`src/rtl/tmr8_pkg.sv`:
```
package tmr8_pkg;
  localparam int DATA_W = 8;

  typedef struct packed {
    logic [1:0] rsvd;
    logic       src_ext;
    logic       edge_fall;
    logic       to_wdt;
    logic [2:0] ratio;
  } ctl_t;
endpackage

```
`src/rtl/tmr8_edge_sync.sv`:
```
module tmr8_edge_sync #(
  parameter int STAGES = 2
) (
  input  logic clk_i,
  input  logic rst_ni,
  input  logic tick_i,
  input  logic pin_i,
  input  logic fall_i,
  output logic evt_o
);
  logic [STAGES-1:0] sync_q;
  logic prev_q, pend_q, lvl, hit;

  always_ff @(posedge clk_i or negedge rst_ni) begin
    if (!rst_ni) sync_q <= '0;
    else         sync_q <= {sync_q[STAGES-2:0], pin_i};
  end

  assign lvl = sync_q[STAGES-1];
  // polarity folded in by xor: detect 0->1 of the adjusted level
  assign hit = (lvl ^ fall_i) & ~(prev_q ^ fall_i);

  always_ff @(posedge clk_i or negedge rst_ni) begin
    if (!rst_ni) begin
      prev_q <= 1'b0;
      pend_q <= 1'b0;
    end else if (tick_i) begin
      prev_q <= lvl;
      pend_q <= hit;
    end
  end

  assign evt_o = tick_i & pend_q;
endmodule

```
`src/rtl/tmr8_scaler.sv`:
```
module tmr8_scaler #(
  parameter int RW = 3
) (
  input  logic          clk_i,
  input  logic          rst_ni,
  input  logic          to_wdt_i,
  input  logic [RW-1:0] ratio_i,
  input  logic          tmr_evt_i,
  input  logic          tmr_clr_i,
  input  logic          wdt_base_i,
  input  logic          wdt_clr_i,
  output logic          tmr_inc_o,
  output logic          wdt_tick_o
);
  localparam int SW = 2 ** RW;

  logic [SW-1:0] pre_q, mask;
  logic step, clr, full, wdt_q;

  for (genvar i = 0; i < SW; i++) begin : g_mask
    // counter owner: bits 0..code; watchdog owner: bits below code
    assign mask[i] = to_wdt_i ? ((RW+1)'(i) <  {1'b0, ratio_i})
                              : ((RW+1)'(i) <= {1'b0, ratio_i});
  end

  assign step = to_wdt_i ? wdt_base_i : tmr_evt_i;
  assign clr  = to_wdt_i ? wdt_clr_i  : tmr_clr_i;
  assign full = (pre_q & mask) == mask;

  always_ff @(posedge clk_i or negedge rst_ni) begin
    if (!rst_ni)   pre_q <= '0;
    else if (clr)  pre_q <= '0;
    else if (step) pre_q <= pre_q + SW'(1);
  end

  assign tmr_inc_o = to_wdt_i ? tmr_evt_i : (tmr_evt_i & full & ~clr);

  always_ff @(posedge clk_i or negedge rst_ni) begin
    if (!rst_ni) wdt_q <= 1'b0;
    else         wdt_q <= to_wdt_i ? (wdt_base_i & full & ~wdt_clr_i) : wdt_base_i;
  end

  assign wdt_tick_o = wdt_q;
endmodule

```
`src/rtl/tmr8_count_core.sv`:
```
module tmr8_count_core #(
  parameter int CW        = 8,
  parameter int BLK_TICKS = 2
) (
  input  logic          clk_i,
  input  logic          rst_ni,
  input  logic          tick_i,
  input  logic          wr_i,
  input  logic [CW-1:0] wdata_i,
  input  logic          inc_i,
  input  logic          ovf_clr_i,
  output logic          open_o,
  output logic [CW-1:0] cnt_o,
  output logic          ovf_o
);
  localparam int BW = $clog2(BLK_TICKS + 1);

  logic [BW-1:0] blk_q;
  logic [CW-1:0] cnt_q;
  logic ovf_q, ovf_set;

  always_ff @(posedge clk_i or negedge rst_ni) begin
    if (!rst_ni)                        blk_q <= '0;
    else if (wr_i)                      blk_q <= BW'(BLK_TICKS);
    else if (tick_i && blk_q != '0)     blk_q <= blk_q - BW'(1);
  end

  assign open_o = (blk_q == '0);

  always_ff @(posedge clk_i or negedge rst_ni) begin
    if (!rst_ni)    cnt_q <= '0;
    else if (wr_i)  cnt_q <= wdata_i;
    else if (inc_i) cnt_q <= cnt_q + CW'(1);
  end

  assign ovf_set = inc_i & ~wr_i & (&cnt_q);

  always_ff @(posedge clk_i or negedge rst_ni) begin
    if (!rst_ni) ovf_q <= 1'b0;
    else         ovf_q <= ovf_set | (ovf_q & ~ovf_clr_i);
  end

  assign cnt_o = cnt_q;
  assign ovf_o = ovf_q;
endmodule

```
`src/rtl/tmr8_shared_scaler.sv`:
```
module tmr8_shared_scaler
  import tmr8_pkg::*;
#(
  parameter int RW          = 3,
  parameter int BLK_TICKS   = 2,
  parameter int SYNC_STAGES = 2
) (
  input  logic              clk_i,
  input  logic              rst_ni,
  input  logic              cyc_tick_i,
  input  logic              ext_clk_i,
  input  logic              wdt_base_i,
  input  logic              wdt_clr_i,
  input  logic              cnt_wr_i,
  input  logic              ctl_wr_i,
  input  logic [DATA_W-1:0] wdata_i,
  input  logic              ovf_clr_i,
  output logic [DATA_W-1:0] cnt_o,
  output logic [DATA_W-1:0] ctl_o,
  output logic              ovf_o,
  output logic              wdt_tick_o
);
  ctl_t ctl_q;
  logic ext_evt, src_evt, gated_evt, tmr_inc, cnt_open;

  always_ff @(posedge clk_i or negedge rst_ni) begin
    if (!rst_ni)       ctl_q <= '0;
    else if (ctl_wr_i) ctl_q <= ctl_t'({2'b00, wdata_i[5:0]});
  end

  assign ctl_o = ctl_q;

  tmr8_edge_sync #(.STAGES(SYNC_STAGES)) u_sync (
    .clk_i (clk_i),
    .rst_ni(rst_ni),
    .tick_i(cyc_tick_i),
    .pin_i (ext_clk_i),
    .fall_i(ctl_q.edge_fall),
    .evt_o (ext_evt)
  );

  assign src_evt   = ctl_q.src_ext ? ext_evt : cyc_tick_i;
  assign gated_evt = src_evt & cnt_open;

  tmr8_scaler #(.RW(RW)) u_scaler (
    .clk_i     (clk_i),
    .rst_ni    (rst_ni),
    .to_wdt_i  (ctl_q.to_wdt),
    .ratio_i   (ctl_q.ratio[RW-1:0]),
    .tmr_evt_i (gated_evt),
    .tmr_clr_i (cnt_wr_i),
    .wdt_base_i(wdt_base_i),
    .wdt_clr_i (wdt_clr_i),
    .tmr_inc_o (tmr_inc),
    .wdt_tick_o(wdt_tick_o)
  );

  tmr8_count_core #(.CW(DATA_W), .BLK_TICKS(BLK_TICKS)) u_core (
    .clk_i    (clk_i),
    .rst_ni   (rst_ni),
    .tick_i   (cyc_tick_i),
    .wr_i     (cnt_wr_i),
    .wdata_i  (wdata_i),
    .inc_i    (tmr_inc),
    .ovf_clr_i(ovf_clr_i),
    .open_o   (cnt_open),
    .cnt_o    (cnt_o),
    .ovf_o    (ovf_o)
  );
endmodule

```
`config.mk`:
```
export PLATFORM = sky130hd
export DESIGN_NAME = tmr8_shared_scaler
export DESIGN_NICKNAME = d
export VERILOG_FILES = /design/src/rtl/tmr8_pkg.sv /design/src/rtl/tmr8_edge_sync.sv /design/src/rtl/tmr8_scaler.sv /design/src/rtl/tmr8_count_core.sv /design/src/rtl/tmr8_shared_scaler.sv
export SDC_FILE = /design/constraint.sdc
export NUM_CORES = 1
export LEC_CHECK = 0
export BUFFER_PORTS_ARGS = -buffer_cell sky130_fd_sc_hd__buf_4
export CAP_MARGIN = 20
export CORE_ASPECT_RATIO = 1.75
export CORE_MARGIN = 1
export CORE_UTILIZATION = 50
export DETAILED_ROUTE_END_ITERATION = 6
export PLACE_DENSITY_LB_ADDON = 0.12
export SYNTH_ARGS = -nofsm -noshare
export SYNTH_HDL_FRONTEND = slang
export SYNTH_SLANG_ARGS = --single-unit
```
`constraint.sdc`:
```
create_clock -name clk_i -period 3.55 [get_ports clk_i]
set_input_delay 0.71 -clock clk_i [delete_from_list [all_inputs] [get_ports clk_i]]
set_output_delay 0.71 -clock clk_i [all_outputs]
set_load 0.05 [all_outputs]
```
# Word level (Yosys, flattened, before mapping)
# Cells that the tools add are included.
# op_classes
addsub	3
n_lt_le_gt_ge	14
eq_ne	1
mux	19
bitwise	19
reduce_logical	7
# op_table
cell	n
8-bit two-way mux	4
8-bit by 1-bit adder with 8-bit output, second input constant	2
1-bit two-way mux	13
3-bit <= comparator, first input constant	4
1-bit AND	10
3-bit < comparator, first input constant	3
8-bit AND	1
8-bit equality test	1
8-bit AND reduction	1
2-bit nonzero test	4
2-bit by 3-bit <= comparator with 1-bit output, first input constant	2
1-bit by 3-bit < comparator with 1-bit output, first input constant	2
2-bit by 3-bit < comparator with 1-bit output, first input constant	2
1-bit NOT	5
2-bit two-way mux	2
1-bit by 3-bit <= comparator with 1-bit output, first input constant	1
2-bit zero test	1
2-bit by 1-bit subtractor with 2-bit output, second input constant	1
1-bit bitwise XOR	2
1-bit logical AND	1
1-bit bitwise OR	1
# totals
reg_bits	30
in_bits	17
wordCells	75

# Depth between registers and ports, before layout
# Gate-level depths: netlist of the first run.
# logic_depth
ltp_word	10
mapped_depth	8

# Hierarchy
# Synthesis of the first run repeated with hierarchy kept, for this count alone.
# unflattened
hier_cells	145
area_unflattened_um2	1602.8
# modules_own_cells
mod	instances	cells_per_inst	area_per_inst_um2	seq_area_each_um2
tmr8_count_core	1	62	606.8	275.3
tmr8_scaler	1	55	565.5	225.2
tmr8_shared_scaler	1	18	286.5	150.1
tmr8_edge_sync	1	10	143.9	100.1

# Worst setup path after synthesis of the first run
# OpenSTA, ideal clock, no wires.
# synth_timing
kind	flip-flop to flip-flop
start	register ctl_q, in the netlist ctl_o[0]
end	register u_core.cnt_q[2] (netlist: u_core.cnt_o[2])
setup_ps	131
arrival_ps	1853
t_required_ps	3419
slack_ps	1565
path_stages_with_launch	6
path_buffers	0
path_cell_list	dfrtp_1 -> and2b_1 -> o311a_1 -> o21ai_2 -> nor2_1 -> or3_1
# synth_via
elab_chain_len	8
word_cells_on_any_way	28
classes_between	order compare: 14; eq/ne: 1; mux: 9; bitwise: 3; reduce/logical: 1
# synth_rtl
item	line	source
start: declaration	tmr8_shared_scaler.sv:23	ctl_t ctl_q;
start signal: assignment	tmr8_shared_scaler.sv:28	else if (ctl_wr_i) ctl_q <= ctl_t'({2'b00, wdata_i[5:0]});
1-bit by 3-bit < comparator with 1-bit output, or another cell as far along	tmr8_scaler.sv:22	assign mask[i] = to_wdt_i ? ((RW+1)'(i) < {1'b0, ratio_i})
1-bit two-way mux	tmr8_scaler.sv:22	
8-bit AND	tmr8_scaler.sv:28	assign full = (pre_q & mask) == mask;
8-bit equality test (*)	tmr8_scaler.sv:28	
1-bit AND (*) (2 in a row)	tmr8_scaler.sv:36	assign tmr_inc_o = to_wdt_i ? tmr_evt_i : (tmr_evt_i & full & ~clr);
1-bit two-way mux (*)	tmr8_scaler.sv:36	
2-bit nonzero test (no source line) (*)	--	
end signal: assignment	tmr8_count_core.sv:32	else if (wr_i) cnt_q <= wdata_i;
end signal: assignment	tmr8_count_core.sv:33	else if (inc_i) cnt_q <= cnt_q + CW'(1);
end: declaration	tmr8_count_core.sv:19	logic [CW-1:0] cnt_q;
# Mark *: on every way between the ends. The rest lies on a longest branch, timed or not.
# A chain may end at the register's enable or synchronous reset.

# Worst setup path in the final report of the first run
# layout_timing
start	register ctl_q, in the netlist ctl_o[3]
end	register u_core.cnt_q[7] (netlist: u_core.cnt_o[7])
# layout_via
elab_chain_len	7
word_cells_on_any_way	16
classes_between	eq/ne: 1; mux: 10; bitwise: 4; reduce/logical: 1
# layout_rtl
item	line
1-bit two-way mux	tmr8_scaler.sv:22
8-bit AND	tmr8_scaler.sv:28
8-bit equality test	tmr8_scaler.sv:28
1-bit AND (2 in a row)	tmr8_scaler.sv:36
1-bit two-way mux (*)	tmr8_scaler.sv:36
2-bit nonzero test (no source line) (*)	--
# Marked as above.

==> metrics, run 1 <==
R2R Path Start ctl_o[3]; Synth Area in Compound Gates 0.121; Initial DRC Count 20; Final Non-Filler Cells 242; DRT Wirelength 3470 microns; row cnt 27; global-route wire length before repair 5840 microns; area share of the largest cell type after synthesis 0.460; CTS max path bufs 2; CTS Sinks 30; HPWL Detailed 2630 microns; VDD IR-drop max 311 uV; Max Clock Freq 0.505 GHz; Reg area 751 sq um; fin nets 219; largest family of logic cells by synthesized area simple AND/OR/NAND/NOR gates; post-CTS setup buffer count 0; synthesized area 1630 sq um; count of different cell masters after synthesis 40; Post-DP Area 1880 sq um; crit-path max FO 11; per-cell routed wire length 14.4 microns; DRC Markers 0; area of the multi-input gates 807 sq um; First-pass DRT Iterations 4; Yosys top cell by area dfrtp_1; CTS tree built; Final ANT Viol Nets 0; # placed instances 235; leakage power 0.920 nW; Synth Area in XOR/XNOR 0.0590; Final Max Tran Viols 0; IO Pins 35; Seq/Total Area, Yosys 0.460; fin area 1990 sq um; warnings from Yosys 0; Filler Cell Count 278; Avg Inst Size Synth 9.78 sq um; Crit. End Element register; Area Overhead vs Synth 22.1%; worst r2r path cells 6; Worst setup SP type register; crit path from ctl_o[3]; R2R Path End u_core.cnt_o[7]; Arr. time, crit path 2.15 ns; top post-synthesis cells by area dfrtp_1 (46%), nor2_1 (4.4%), nand2_1 (4.1%); post-synthesis mux area share 0.0605; Place WS 1.42 ns; post-cts resize count 0; Crit path required time 3.71 ns; Finish-stage setup viols 0; Synth Register Bits 30; global-route usage over all layers 0.230; adder-cell share of the synthesized area 0.0230; Power Density 485 nW/um^2; initial antenna violation count 0; max-cap violations 0; root buffer selected by CTS clkbuf_8; skew final 0.00491 ns; fin crit share 0.558; Top FF cell, synth dfrtp_1; initial core utilization 0.520; outcome finished clean; vias in the first global route 1,367; CORE AREA 3140 sq um; count of final hold-check violations 0; remaining global-route overflow 0; vias per cell 5.49; worst reg-to-reg setup slack 1.57 ns; ANT cells 0; IO Port Bufs 32; number of CTS-inserted buffers 5; Post-synth ARST share 1.00; Die ar. 3510 sq um; Synth Area in Simple Gates 0.226; layout cells sized above 1 0.251; final worst slack 1.57 ns; Final min period 1.98 ns; Post-Syn Instances 167; final design utilization 0.635; hold slack 0.345 ns; H-Tree Depth 2; DIE WIDTH 45.2 microns; Worst-Skew Late Latency 0.28 ns; hold_buf cts 0; top-count cell post-synth dfrtp_1; Tot Pwr 0.967 mW; via count 1,328; gpl congestion 0.847; Worst Setup EP u_core.cnt_o[7]; Fin Setup TNS 0 ns; setup repair after global routing missed its margin false; CP Class register to register; synth cell count leaders dfrtp_1 (30), nor2_1 (19), nand2_1 (18); Clock transition at path regs 0.06 ns; die height 77.6 microns; largest net degree at the start of global routing 31; Hold Crit Class primary input to async pin; number of flops mapped to enable cells by yosys 0
## cell usage in the layout, fill, tap and decap left out, drive strengths merged, types with 3 or more instances in the layout
master / Yosys / layout
a21oi: 3 / 3
and2b: 3 / 3
and3: 4 / 4
and4: 3 / 3
buf: 5 / 32
clkbuf: 3 / 6
dfrtp: 30 / 30
ha: 3 / 3
inv: 8 / 8
mux2: 7 / 7
nand2: 18 / 18
nand2b: 5 / 5
nand3: 5 / 5
nand4: 4 / 4
nor2: 19 / 19
nor2b: 4 / 4
o21ai: 9 / 9
xnor2: 5 / 5
xor2: 6 / 6
## sequential cells by signal, indices dropped and copies added, names as in the netlist
| register | flops |
|---|---|
| u_core.cnt_o | 8 |
| u_scaler.pre_q | 8 |
| ctl_o | 6 |
| u_core.blk_q | 2 |
| u_sync.sync_q | 2 |
| u_core.ovf_o | 1 |
| u_scaler.wdt_tick_o | 1 |
| u_sync.pend_q | 1 |
| u_sync.prev_q | 1 |
## worst min path at each step
stage | from | endpoint | slack, ns | cells past startpoint
2_1_floorplan | u_sync.sync_q[0] | u_sync.sync_q[1] | 0.33 | 0
3_3_place_gp | u_sync.sync_q[0] | u_sync.sync_q[1] | 0.34 | 0
3_5_place_dp | u_sync.sync_q[0] | u_sync.sync_q[1] | 0.34 | 0
4_1_cts | rst_ni | u_scaler.pre_q[5] | 0.36 | 1
5_1_grt | rst_ni | u_scaler.pre_q[6] | 0.36 | 1
6_report | rst_ni | u_scaler.pre_q[3] | 0.34 | 1
## routing by layer
metal  share of wire  track usage  vias up
li1                -            -      633
met3           0.043       0.0605       10
met2            0.56        0.401       35
met1            0.36        0.229      650
met4           0.033        0.130        0
met5               0            0        -
## worst max-delay path, cell delays in order (launching register included)
cell and delay [ns]:
dfrtp_1 0.57, and4bb_4 0.26, a221oi_4 0.23, nand4_1 0.14, o21ai_2 0.23, a31oi_1 0.13
o31a_1 0.29
## power breakdown
| group | internal (mW) | switching, mW | leakage, nW |
|---|---|---|---|
| sequential | 0.370 | 0.0342 | 0.372 |
| combinational | 0.0798 | 0.136 | 0.491 |
| clock | 0.224 | 0.124 | 0.0573 |
| total | 0.674 | 0.294 | 0.920 |
## kinds of logic (layout without fill, tap and decap cells)
| family | Yosys count | in the layout |
|---|---|---|
| compound gates | 26 | 26 |
| xor+xnor | 11 | 11 |
| fa+ha+maj | 3 | 3 |
| buf+inv | 16 | 47 |
| flops | 30 | 30 |
| mux | 9 | 9 |
| other cells | 1 | 2 |
| simple gates | 71 | 71 |
## layout make-up
class / count / area share
multi-input combinational: 122 / 0.405
sequential: 30 / 0.376
timing repair buffer: 32 / 0.120
clock buffer: 6 / 0.0414
tap: 43 / 0.0270
clock inverter: 1 / 0.0151
inverter: 8 / 0.0151
Note: power is estimated with default switching activity, not from simulation.
==> run 2: changes to the inputs <==
Settings changed: CORE_UTILIZATION 50 to 48.
Clock period 3.55 ns to 1.7 ns, I/O delays scaled along.
==> run 2 against run 1 <==
- the run now ends with setup timing left
- design area is 18% higher
- clock-buffer cell count is 1 higher
- first-iteration DRC count rose by 60%
- critical path depth unchanged
- global-route usage up 3.3 points
- critical path type unchanged
- critical endpoint is now u_core.cnt_o[5]
- highest routed layer unchanged
==> metrics, run 2 (same netlist as run 1, synthesis figures left out) <==
outcome complete, but fails checks; failing checks setup timing; Power Density 867 nW/um^2 (+79%); row cnt 27 (unchanged); Final ANT Viol Nets 0 (unchanged); Initial DRC Count 32 (+60%); crit-path max FO 5 (-6); ANT cells 0 (unchanged); count of final hold-check violations 0 (unchanged); DRC Markers 0 (unchanged); max-cap violations 0 (unchanged); Crit. End Element register; worst-path cell with the longest stage delay dfrtp_1; Arr. time, crit path 1.96 ns (-0.19 ns); CTS Sinks 30 (unchanged); most frequent cells in the layout buf_4 (53), dfrtp_1 (25), nor2_1 (17), nand2_1 (15), inv_1 (8); Die ar. 3650 sq um (+4.0%); Max Clock Freq 0.557 GHz (+10%); CORE AREA 3210 sq um (+2.2%); Cell Chain, Critical Path nand4_1 -> a221oi_4 -> nand4_1 -> o21ai_4 -> a31oi_1 -> o31a_1; global-route wire length before repair 6800 microns (+16%); DIE WIDTH 46.1 microns (+2.0%); Worst setup SP type register; initial core utilization 0.509 (-0.0109); root buffer selected by CTS clkbuf_8; commonest non-fill, non-tap cell in the layout buf_4; H-Tree Depth 2 (unchanged); vias per cell 5.44 (-0.95%); Crit path required time 1.86 ns (-1.85 ns); gpl congestion 0.895 (+5.6%); DRT Wirelength 4360 microns (+25%); most used cell along the critical path nand4_1; Finish-stage setup viols 10 (+10); critical path's largest stage delay 0.41 ns (-0.16 ns); Area Overhead vs Synth 43.5%; global-route usage over all layers 0.263 (+0.0333); critical path buffer and inverter count 0 (unchanged); Hold Crit Class primary input to register; fin nets 247 (+13%); First-pass DRT Iterations 4 (unchanged); hold slack 0.169 ns (-0.176 ns); IO Pins 35 (unchanged); Worst-Skew Late Latency 0.28 ns (about the same); Final Non-Filler Cells 271 (+12%); fin crit share 1.06 (+0.497); Clock transition at path regs 0.06 ns (about the same); leakage power 1.08 nW (+17%); # placed instances 252 (+7.2%); CTS tree built; per-cell routed wire length 16.1 microns (+12%); Final Max Tran Viols 0 (unchanged); setup repair after global routing missed its margin true; final design utilization 0.730 (+0.0954); via count 1,473 (+11%); vias in the first global route 1,557 (+14%); Top delay family on crit path compound AO/OA/AOI/OAI gates; die height 79.2 microns (+2.0%); Final min period 1.79 ns (-0.188 ns); IO Port Bufs 32 (unchanged); final worst slack -0.0941 ns (-1.66 ns); number of CTS-inserted buffers 5 (unchanged); initial antenna violation count 0 (unchanged); CP Class register to register; largest net degree at the start of global routing 31 (unchanged); skew final 0.00348 ns (-0.00143 ns); CTS max path bufs 2 (unchanged); Fin Setup TNS -0.535 ns (-0.535 ns); HPWL Detailed 3040 microns (+16%); VDD IR-drop max 803 uV (+160%); remaining global-route overflow 0 (unchanged); layout cells sized above 1 0.443 (+0.192)
==> run 2: changes by cell type in the layout (fill, tap and decap cells not counted), sizes merged <==
| cell | delta |
|---|---|
| clkbuf | +1 |
| dlygate4sd3 | +1 |
| buf | +27 |
| bufinv | -1 |
| clkinv | +1 |
==> run 2: metal layers <==
layer	track usage	share of wire	wire length, microns
met1	0.276	0.36	1560
met3	0.0568	0.033	142
met2	0.452	0.57	2510
met5	0	0	0
met4	0.153	0.035	153
==> run 2: final cells by class <==
| cell class | instances | area, sq um |
|---|---|---|
| multi-input cells | 122 | 927 |
| fillers | 247 | 866 |
| flip-flops and latches | 30 | 757 |
| repair buffers | 60 | 484 |
| clock buffers | 7 | 86.3 |
| well taps | 43 | 53.8 |
| inverters | 8 | 30.0 |
| clock inverters | 1 | 5.00 |
==> run 2: final timing paths <==
| path | from | to | slack (ns) | cells after the start |
|---|---|---|---|---|
| worst max-delay path | u_scaler.pre_q[0] | u_core.cnt_o[5] | -0.09 | 6 |
| worst min-delay path | ext_clk_i | u_sync.sync_q[0] | 0.17 | 1 |
| worst max register to register | u_scaler.pre_q[0] | u_core.cnt_o[5] | -0.09 | 6 |
| worst min register to register | u_sync.sync_q[0] | u_sync.sync_q[1] | 0.37 | 0 |
| max in group asynchronous | rst_ni | u_core.cnt_o[0] | 0.87 | 2 |
| min in group asynchronous | rst_ni | u_scaler.pre_q[6] | 0.52 | 2 |
==> run 2: timing repair <==
item / CTS / global route
hold buffers: 1 / 0
gates resized for setup: 10 / 19
buffers inserted: 5 / 5
setup endpoints to repair: 10 / 15
pin swaps: 9 / 9
cloned: 0 / 0
hold endpoints to repair: 30 / 0
==> run 2: per-stage QoR <==
step	total power [mW]	area (sq um)	setup slack, ns
finish	2.03	2340	-0.0941
global route	2.13	2340	-0.161
CTS	2.00	2220	-0.0712
detailed placement	1.39	2040	-0.138
global placement	1.37	2040	-0.0612
floorplan	1.17	1650	-0.142
==> run 2: report_power, final <==
group | switching, mW | internal [mW] | leakage, nW
registers | 0.0629 | 0.775 | 0.366
logic | 0.348 | 0.256 | 0.666
clock network | 0.265 | 0.326 | 0.0482
